===== src/rtl/rcnt_pkg.sv =====
package rcnt_pkg;

    typedef enum logic [1:0] {
        OP_HOLD = 2'b00,
        OP_UP   = 2'b01,
        OP_DOWN = 2'b10
    } rcnt_op_e;

    localparam int unsigned RCNT_MAX_FLIPS = 3;

    function automatic rcnt_op_e rcnt_op_of(input logic up_req, input logic dn_req);
        rcnt_op_e r;
        if (up_req && !dn_req)      r = OP_UP;
        else if (dn_req && !up_req) r = OP_DOWN;
        else                        r = OP_HOLD;
        return r;
    endfunction

endpackage


===== src/rtl/rcnt_gray2bin.sv =====
module rcnt_gray2bin #(
    parameter int W = 4
) (
    input  logic [W-1:0] gray_i,
    output logic [W-1:0] bin_o
);
    assign bin_o[W-1] = gray_i[W-1];
    for (genvar i = W - 2; i >= 0; i--) begin : g_fold
        assign bin_o[i] = bin_o[i+1] ^ gray_i[i];
    end
endmodule


===== src/rtl/rcnt_step.sv =====
module rcnt_step
    import rcnt_pkg::*;
#(
    parameter int N  = 16,
    parameter int LW = 4
) (
    input  logic [N-1:0]  cur_i,
    input  rcnt_op_e      op_i,
    output logic [N-1:0]  nxt_o,
    output logic [LW-1:0] ptr_o
);
    localparam int UW = N - LW - 2;
    localparam logic [LW-1:0] PTR_MAX = {LW{1'b1}};
    localparam logic [LW-1:0] PTR_ONE = LW'(1);
    localparam logic [LW-1:0] UW_L    = LW'(UW);
    localparam logic [UW-1:0] U_ONE   = UW'(1);

    logic [LW-1:0] ptr_g, ptr, ptr_n;
    logic          ind, flag, ind_n, flag_n;
    logic [UW-1:0] up, up_n, hit_mask, back_mask;
    logic          at_end, hit_set;

    assign ptr_g = cur_i[LW-1:0];
    assign ind   = cur_i[LW];
    assign flag  = cur_i[LW+1];
    assign up    = cur_i[N-1:LW+2];

    rcnt_gray2bin #(.W(LW)) u_g2b (.gray_i(ptr_g), .bin_o(ptr));

    assign hit_mask  = U_ONE << ptr;
    assign back_mask = U_ONE << (ptr - PTR_ONE);
    assign at_end    = (ptr >= UW_L);
    assign hit_set   = |(up & hit_mask);

    always_comb begin
        ptr_n  = ptr;
        ind_n  = ind;
        flag_n = flag;
        up_n   = up;
        unique case (op_i)
            OP_UP: begin
                if (!flag) begin
                    if (!ind) begin
                        if (ptr == PTR_MAX) ind_n = 1'b1;
                        else                ptr_n = ptr + PTR_ONE;
                    end else if (ptr != '0) begin
                        ptr_n = ptr - PTR_ONE;
                    end else begin
                        flag_n = 1'b1;           // open carry
                        ind_n  = 1'b0;
                    end
                end else if (!ind) begin         // carry pending: repair forward
                    ptr_n = ptr + PTR_ONE;
                    if (at_end) begin
                        flag_n = 1'b0;
                    end else if (hit_set) begin
                        up_n = up & ~hit_mask;
                    end else begin
                        up_n   = up | hit_mask;
                        flag_n = 1'b0;
                    end
                end else begin                   // borrow pending: back out
                    if (ptr != '0) begin
                        ptr_n = ptr - PTR_ONE;
                        up_n  = up & ~back_mask;
                    end else begin
                        flag_n = 1'b0;
                        ind_n  = 1'b0;
                    end
                end
            end
            OP_DOWN: begin
                if (!flag) begin
                    if (ind) begin
                        if (ptr == PTR_MAX) ind_n = 1'b0;
                        else                ptr_n = ptr + PTR_ONE;
                    end else if (ptr != '0) begin
                        ptr_n = ptr - PTR_ONE;
                    end else begin
                        flag_n = 1'b1;           // open borrow
                        ind_n  = 1'b1;
                    end
                end else if (ind) begin          // borrow pending: repair forward
                    ptr_n = ptr + PTR_ONE;
                    if (at_end) begin
                        flag_n = 1'b0;
                    end else if (hit_set) begin
                        up_n   = up & ~hit_mask;
                        flag_n = 1'b0;
                    end else begin
                        up_n = up | hit_mask;
                    end
                end else begin                   // carry pending: back out
                    if (ptr != '0) begin
                        ptr_n = ptr - PTR_ONE;
                        up_n  = up | back_mask;
                    end else begin
                        flag_n = 1'b0;
                        ind_n  = 1'b1;
                    end
                end
            end
            default: ;
        endcase
    end

    assign nxt_o = {up_n, flag_n, ind_n, ptr_n ^ (ptr_n >> 1)};
    assign ptr_o = ptr;
endmodule


===== src/rtl/rcnt_decode.sv =====
module rcnt_decode #(
    parameter int N  = 16,
    parameter int LW = 4
) (
    input  logic [N-1:0] st_i,
    output logic [N-2:0] val_o
);
    localparam int UW = N - LW - 2;
    localparam logic [LW:0]   PAIR_TOP = {(LW+1){1'b1}};
    localparam logic [UW-1:0] U_ONE    = UW'(1);

    logic [LW-1:0] ptr;
    logic [LW:0]   pair;
    logic [UW-1:0] up, weight, adj;
    logic          ind, flag;

    assign ind  = st_i[LW];
    assign flag = st_i[LW+1];
    assign up   = st_i[N-1:LW+2];

    rcnt_gray2bin #(.W(LW)) u_g2b (.gray_i(st_i[LW-1:0]), .bin_o(ptr));

    assign weight = U_ONE << ptr;   // zero once ptr leaves the upper word

    always_comb begin
        pair = ind ? (PAIR_TOP - {1'b0, ptr}) : {1'b0, ptr};
        if (!flag)    adj = up;
        else if (ind) adj = up - weight;
        else          adj = up + weight;
    end

    assign val_o = {adj, pair};
endmodule


===== src/rtl/rcnt_updown.sv =====
module rcnt_updown
    import rcnt_pkg::*;
#(
    parameter int N  = 16,
    parameter int LW = 4
) (
    input  logic         clk,
    input  logic         rst,
    input  logic         inc,
    input  logic         dec,
    output logic [N-1:0] state_o,
    output logic [N-2:0] value_o
);
    localparam int UW = N - LW - 2;
    localparam logic [LW-1:0] UW_L = LW'(UW);

    logic [N-1:0]  state_q, state_d;
    logic [LW-1:0] ptr_now;
    rcnt_op_e      op;

    assign op = rcnt_op_of(inc, dec);

    rcnt_step #(.N(N), .LW(LW)) u_step (
        .cur_i (state_q),
        .op_i  (op),
        .nxt_o (state_d),
        .ptr_o (ptr_now)
    );

    always_ff @(posedge clk) begin
        if (rst) state_q <= '0;
        else     state_q <= state_d;
    end

    rcnt_decode #(.N(N), .LW(LW)) u_dec (
        .st_i  (state_q),
        .val_o (value_o)
    );

    assign state_o = state_q;

    assert_reset_clear_R1: assert property (@(posedge clk)
        rst |=> (state_q == '0));

    assert_up_tracks_R3: assert property (@(posedge clk) disable iff (rst)
        (inc && !dec) |=> (value_o == $past(value_o) + 1'b1));

    assert_down_tracks_R4: assert property (@(posedge clk) disable iff (rst)
        (dec && !inc) |=> (value_o == $past(value_o) - 1'b1));

    assert_idle_holds_R5: assert property (@(posedge clk) disable iff (rst)
        (inc == dec) |=> $stable(state_q));

    assert_flip_bound_R6: assert property (@(posedge clk) disable iff (rst)
        1'b1 |=> ($countones(state_q ^ $past(state_q)) <= RCNT_MAX_FLIPS));

    assert_ptr_in_range_R10: assert property (@(posedge clk) disable iff (rst)
        state_q[LW+1] |-> (ptr_now <= UW_L));
endmodule


===== config.mk =====
export PLATFORM = sky130hd
export DESIGN_NAME = rcnt_updown
export DESIGN_NICKNAME = d
export VERILOG_FILES = /design/src/rtl/rcnt_pkg.sv /design/src/rtl/rcnt_gray2bin.sv /design/src/rtl/rcnt_step.sv /design/src/rtl/rcnt_decode.sv /design/src/rtl/rcnt_updown.sv
export SDC_FILE = /design/constraint.sdc
export NUM_CORES = 1
export LEC_CHECK = 0
export ABC_AREA = 1
export BUFFER_PORTS_ARGS = -buffer_cell sky130_fd_sc_hd__clkbuf_2
export CORE_MARGIN = 5
export CORE_UTILIZATION = 42
export DETAILED_ROUTE_END_ITERATION = 8
export PLACE_DENSITY = 0.67
export SLEW_MARGIN = 20
export SYNTH_ARGS = -nofsm -noshare
export SYNTH_HDL_FRONTEND = slang
export SYNTH_SLANG_ARGS = --single-unit

===== constraint.sdc =====
create_clock -name clk -period 5.4 [get_ports clk]
set_input_delay 1.08 -clock clk [delete_from_list [all_inputs] [get_ports clk]]
set_output_delay 1.08 -clock clk [all_outputs]
set_load 0.01 [all_outputs]

==> flow_metrics.env, run 1 <==
export IMPL_wl_per_cell_um=15.4
export IMPL_endpoint_kind="primary output"
export IMPL_arrival_ns=3.99
export IMPL_clock_sinks=16
export IMPL_die_h_um=87.0
export IMPL_syn_inst=435
export IMPL_synthesis_area_um2=2490
export IMPL_slew_limit_headroom_pct=54.6
export IMPL_switching_share_pct=59.7
export IMPL_grt_usage_pct=22.1
export IMPL_final_setup_tns_ns=0
export IMPL_seqPwrFrac_pct=12.1
export IMPL_wl_um=8270
export IMPL_ctsHoldBuffers=0
export IMPL_clk_pin_slew_ns=0.09
export IMPL_finalNetCount=492
export IMPL_vias=2971
export IMPL_cts_buffers=3
export IMPL_r2r_start="state_o[3]"
export IMPL_yosysSeqAreaShare_pct=12.9
export IMPL_syn_area_per_cell_um2=5.72
export IMPL_ys_async_sr_fraction_pct=0
export IMPL_core_area_um2=5850
export IMPL_hold_ws_ns=0.600
export IMPL_status="finished clean"
export IMPL_min_delay_path_class="reg -> reg"
export IMPL_grt_pass1_wl_um=13300
export IMPL_p_leak_nw=1.40
export IMPL_dp_hpwl_um=6350
export IMPL_rows=28
export IMPL_synth_edff_count=0
export IMPL_portBuffers=34
export IMPL_viasPerCell=5.52
export IMPL_p_clk_share_pct=7.8
export IMPL_vdd_ir_drop_worst_v=0.000483
export IMPL_p_per_area_nw_per_um2=575
export IMPL_die_area_um2=7560
export IMPL_fmax_mhz=197
export IMPL_gp_congestion=0.960
export IMPL_finalMaxSlewViolations=0
export IMPL_h_tree_depth=1
export IMPL_die_x_um=87.0
export IMPL_synth_cell_types=34
export IMPL_synth_nets=463
export IMPL_clock_skew_ns=0.00788
export IMPL_layout_commonest_cell="nand2_1"
export IMPL_comb_power_share_pct=80.1
export IMPL_cts_tree="built"
export IMPL_drt_iter0_markers=227
export IMPL_cts_root_buf="clkbuf_8"
export IMPL_cts_buffer_depth=2
export IMPL_grt_overflow_total=0
export IMPL_first_pass_iters=5
export IMPL_p_sw_mw=0.952
export IMPL_period_minus_slack_ns=5.07
export IMPL_antenna_found_initial=0
export IMPL_grt_max_degree=19
export IMPL_rsz0062_at_grt="no"
export IMPL_ioPinCount=35
export IMPL_area_growth_pct=11.5
export IMPL_drcViolationCount=0
export IMPL_initial_core_util_pct=42.5
export IMPL_first_global_vias=2758
export IMPL_ys_warn_count=0
export IMPL_finalSetupViolations=0
export IMPL_crit_type="reg -> out"
export IMPL_internal_power_mw=0.643
export IMPL_ant_nets=0
export IMPL_worst_slew_pin_slew_ns=0.680
export IMPL_startpoint="state_o[3]"
export IMPL_clk_latency_ns=0.28
export IMPL_ys_ff_latch=16
export IMPL_most_common_layout_cells="nand2_1, inv_1, nor2_1, nand3_1, o21ai_0"
export IMPL_cp_required_ns=4.32
export IMPL_finalCritPeriodShare_pct=94.0
export IMPL_max_cap_violations=0
export IMPL_largest_register_ffs=16
export IMPL_min_from="state_o[12]"
export IMPL_num_antenna_cells=0
export IMPL_start_kind="flop"
export IMPL_dominantRegCellSynth="dfxtp_1"
export IMPL_critPathMaxFanout=11
export IMPL_drive_above_1_share_pct=14.7
export IMPL_hold_viol=0
==> metrics by stage <==
stage          total power [mW]  cells  util [%]  setup slack, ns  cell area, µm²
6_report                   1.59    538      47.4            0.326            2770
5_1_grt                    1.76    538      47.4           0.0277            2770
4_1_cts                    1.56    538      47.2           0.0418            2760
3_5_place_dp               1.44    534      46.2            0.193            2700
3_3_place_gp               1.43    534      46.2            0.320            2700
2_1_floorplan              1.12    435         -            0.871            2490
==> worst paths after layout <==
| kind | end | depth (start not counted) | slack [ns] |
|---|---|---|---|
| max | value_o[12] | 18 | 0.33 |
| min reg2reg | state_o[12] | 2 | 0.60 |
| min | state_o[12] | 2 | 0.60 |
| max reg2reg | state_o[7] | 13 | 2.33 |
==> power groups by stage <==
stage	Sequential, mW	Combinational (mW)	Clock [mW]
2_1_floorplan	0.183	0.935	0
3_3_place_gp	0.193	1.23	0
3_5_place_dp	0.192	1.25	0
4_1_cts	0.189	1.25	0.122
5_1_grt	0.196	1.44	0.127
6_report	0.192	1.28	0.124
==> cells by family after synthesis <==
kind of cell               Yosys count  synth area share (%)
and+or+nand+nor                    219                  38.7
AOI/OAI and AO/OA                   90                  19.9
buffers and inverters               74                  11.9
adders and majority gates           24                  12.4
DFF                                 16                  12.9
xor gates and xnor gates            12                  4.23
==> routing by layer <==
layer	part of all wire (%)	GRT usage, %	up-vias
met4	2.4	8.50	0
met1	44	28.6	1337
met2	47	37.8	123
li1	-	-	1490
met5	0	0	-
met3	6.6	1.99	21
==> repair_timing <==
item | in CTS | in global routing
endpoints found under the setup margin | 2 | 5
resized for setup | 1 | 6
buffers inserted | 0 | 0
==> area by class of cell <==
| cell class | count | area (µm²) |
|---|---|---|
| clock buffer | 4 | 55.1 |
| fill | 634 | 3080 |
| timing repair buffer | 36 | 185 |
| inverter | 62 | 235 |
| tap | 75 | 93.8 |
| sequential | 16 | 324 |
| multi-input combinational | 345 | 1880 |
==> cells in the mapped netlist (4+ instances only) <==
cell	number	area, µm²
nor2_2	5	31.3
inv_1	52	195
nand3_1	42	210
clkbuf_1	5	18.8
xor2_1	9	78.8
o21ai_0	40	200
a21oi_1	27	135
nor2_1	44	165
dfxtp_1	16	320
inv_2	9	33.8
a31oi_1	6	37.5
nand2_1	105	394
ha_1	23	288
buf_4	4	30.0
nand4_1	7	43.8
nor3_1	7	35.0
==> critical path, stage by stage (launching register included) <==
cell,delay [ns]
dfxtp_4,0.40
inv_4,0.13
ha_2,0.35
ha_1,0.39
nand2_1,0.12
nor2_2,0.25
inv_1,0.12
ha_1,0.21
nor2_1,0.11
xor2_1,0.09
ha_1,0.36
a21oi_1,0.10
o21ai_0,0.37
a21oi_2,0.09
nor2_1,0.12
nor2_1,0.06
xor2_1,0.14
o21ai_0,0.15
clkbuf_2,0.16
No activity file was read; power rests on OpenSTA's default activity.
==> run 2: changes to the inputs <==
--- a/config.mk
+++ b/config.mk
@@ -10,8 +10,9 @@
 export CORE_MARGIN = 5
 export CORE_UTILIZATION = 42
 export DETAILED_ROUTE_END_ITERATION = 8
-export PLACE_DENSITY = 0.67
+export PLACE_DENSITY = 0.66
 export SLEW_MARGIN = 20
 export SYNTH_ARGS = -nofsm -noshare
 export SYNTH_HDL_FRONTEND = slang
+export SYNTH_HIERARCHICAL = 1
 export SYNTH_SLANG_ARGS = --single-unit
==> run 2 against run 1 <==
Compared with the run above: clock power fell by 19%; non-clock buffer count unchanged; core utilization shrank 1.7 points; clock skew down 0.0040 ns; global-route usage fell by 1.4 points; sequential share of layout area is 2.7 points lower; worst hold slack better by 0.050 ns; count of clock-buffer cells in the layout shrank 1; synthesized cell count up 42%; combinational power is 25% lower; critical path depth is 6 higher; via count up 31%.
==> flow_metrics.env, run 2 <==
export IMPL_endpoint="value_o[14]"
export IMPL_wl_per_cell_um=14.2
export IMPL_comb_power_share_pct=78.7
export IMPL_synth_nets=643
export IMPL_antenna_found_initial=0
export IMPL_gp_congestion=0.959
export IMPL_hold_viol=0
export IMPL_synthTopCellsByArea="nand2_1, dfxtp_1, nand3_1, inv_1, ha_1"
export IMPL_first_pass_iters=5
export IMPL_clk_latency_ns=0.26
export IMPL_clk_pin_slew_ns=0.08
export IMPL_first_global_vias=3595
export IMPL_finalMaxSlewViolations=0
export IMPL_post_cts_setup_buffers=0
export IMPL_h_tree_depth=1
export IMPL_cts_buffers=3
export IMPL_status="finished clean"
export IMPL_setup_slack_ns=0.668
export IMPL_r2r_start="state_o[3]"
export IMPL_cts_root_buf="clkbuf_8"
export IMPL_die_x_um=99.6
export IMPL_synth_edff_count=0
export IMPL_core_area_um2=7770
export IMPL_ys_ff_latch=16
export IMPL_clock_skew_ns=0.00387
export IMPL_drive_above_1_share_pct=14.7
export IMPL_period_minus_slack_ns=4.73
export IMPL_endpoint_kind="primary output"
export IMPL_arrival_ns=3.65
export IMPL_die_h_um=99.6
export IMPL_wl_um=10400
export IMPL_drt_iter0_markers=251
export IMPL_largest_register_ffs=16
export IMPL_cts_resized_gates=0
export IMPL_ioPinCount=35
export IMPL_p_clk_share_pct=8.3
export IMPL_vias=3896
export IMPL_startpoint="state_o[3]"
export IMPL_most_common_layout_cells="nand2_1, inv_1, nand3_1, nor2_1, clkbuf_2"
export IMPL_syn_area_per_cell_um2=5.46
export IMPL_grt_usage_pct=20.7
export IMPL_grt_pass1_wl_um=16800
export IMPL_p_sw_mw=0.721
export IMPL_fin_cells=733
export IMPL_cp_required_ns=4.32
export IMPL_dpl_cell_count=730
export IMPL_vdd_ir_drop_worst_v=0.000147
export IMPL_internal_power_mw=0.494
export IMPL_min_delay_path_class="reg -> reg"
export IMPL_portBuffers=34
export IMPL_critPathMaxFanout=10
export IMPL_cts_tree="built"
export IMPL_clock_sinks=16
export IMPL_area_growth_pct=5.23
export IMPL_cts_buffer_depth=2
export IMPL_worst_slew_pin_slew_ns=0.757
export IMPL_ctsHoldBuffers=0
export IMPL_max_cap_violations=0
export IMPL_yosysTopAreaCell="nand2_1"
export IMPL_yosysSeqAreaShare_pct=9.50
export IMPL_synth_most_common_cell="nand2_1"
export IMPL_seqPwrFrac_pct=13.0
export IMPL_grt_overflow_total=0
export IMPL_synthesis_area_um2=3370
export IMPL_start_kind="flop"
export IMPL_rr_endpoint="state_o[11]"
export IMPL_layout_commonest_cell="nand2_1"
export IMPL_finalNetCount=659
export IMPL_finalCritPeriodShare_pct=87.6
export IMPL_dp_hpwl_um=7640
export IMPL_dominantRegCellSynth="dfxtp_1"
export IMPL_rows=32
export IMPL_die_area_um2=9920
export IMPL_synthTopCellsByCount="nand2_1, inv_1, nand3_1"
export IMPL_reg2reg_setup_slack_ns=2.09
export IMPL_ys_warn_count=6
export IMPL_crit_type="reg -> out"
export IMPL_switching_share_pct=59.4
export IMPL_ff2ff_path_depth=20
export IMPL_num_antenna_cells=0
export IMPL_slew_limit_headroom_pct=49.4
export IMPL_finalSetupViolations=0
export IMPL_synth_cell_types=38
export IMPL_drcViolationCount=0
export IMPL_viasPerCell=5.32
export IMPL_ys_async_sr_fraction_pct=0
export IMPL_p_per_area_nw_per_um2=342
export IMPL_ant_nets=0
export IMPL_grt_max_degree=20
export IMPL_initial_core_util_pct=43.4
export IMPL_rsz0062_at_grt="no"
export IMPL_p_leak_nw=1.83
export IMPL_synth_top_area_share_pct=24.8
export IMPL_syn_inst=617
export IMPL_fmax_mhz=211
export IMPL_final_setup_tns_ns=0
export IMPL_dp_slack_ns=1.01
run 2: per-layer routing:
layer / GRT usage [%] / part of all wire [%]
met1: 25.9 / 43
met5: 0 / 0
met3: 2.03 / 5.9
met2: 36.1 / 48
met4: 8.61 / 2.2
run 2: per-stage QoR:
stage / utilization (%) / instance area [µm²] / total power [mW] / hold WS, ns
3_5_place_dp: 45.1 / 3510 / 1.11 / 0.637
3_3_place_gp: 45.1 / 3510 / 1.09 / 0.627
4_1_cts: 45.7 / 3550 / 1.21 / 0.648
5_1_grt: 45.7 / 3550 / 1.35 / 0.700
2_1_floorplan: - / 3370 / 0.913 / 0.597
6_report: 45.7 / 3550 / 1.21 / 0.650
run 2: power by group through the flow:
stage	logic [mW]	clock network (mW)	registers, mW
2_1_floorplan	0.759	0	0.154
3_3_place_gp	0.928	0	0.159
3_5_place_dp	0.944	0	0.161
4_1_cts	0.950	0.105	0.158
5_1_grt	1.08	0.111	0.161
6_report	0.956	0.101	0.157
run 2: kinds of logic (layout without fill, tap and decap cells):
group / after synthesis / count (layout) / share of synthesized area [%]
xor+xnor: 9 / 9 / 2.90
fa+ha+maj: 22 / 22 / 8.39
buf+inv: 114 / 128 / 15.3
flops: 16 / 16 / 9.50
simple gates: 396 / 396 / 54.0
compound gates: 60 / 60 / 9.95
run 2: critical path, cell delays in order (launching register included):
cell and delay, ns:
dfxtp_1 0.56, inv_1 0.13, nand2_1 0.14, nand3_2 0.11
nand3_2 0.07, nand2_1 0.15, nor2_2 0.19, inv_1 0.05
nor2_1 0.14, inv_1 0.06, ha_1 0.20, a21oi_2 0.16
a21oi_2 0.05, xor2_1 0.13, inv_1 0.05, ha_1 0.33
nand2_1 0.09, nand2_1 0.06, a21oi_1 0.18, nand3_1 0.11
nand2_1 0.08, nand3_1 0.08, nand2_1 0.09, nand2_1 0.05
clkbuf_2 0.12
run 2: final cells by class:
class / count / area (µm²)
inverters: 89 / 337
clock buffers: 3 / 41.3
multi-input cells: 487 / 2540
fillers: 866 / 4220
flip-flops and latches: 16 / 320
repair buffers: 36 / 185
well taps: 102 / 128
run 2: how the worst min path moves through the flow:
stage                     slack, ns          end  cells after the start        start
after CTS                      0.65  state_o[14]                      4  state_o[14]
after global placement         0.63  state_o[14]                      4  state_o[14]
after global routing           0.70  state_o[14]                      4  state_o[14]
after floorplan                0.60  state_o[14]                      4  state_o[14]
after detailed placement       0.64  state_o[14]                      4  state_o[14]
final                          0.65  state_o[10]                      4  state_o[10]
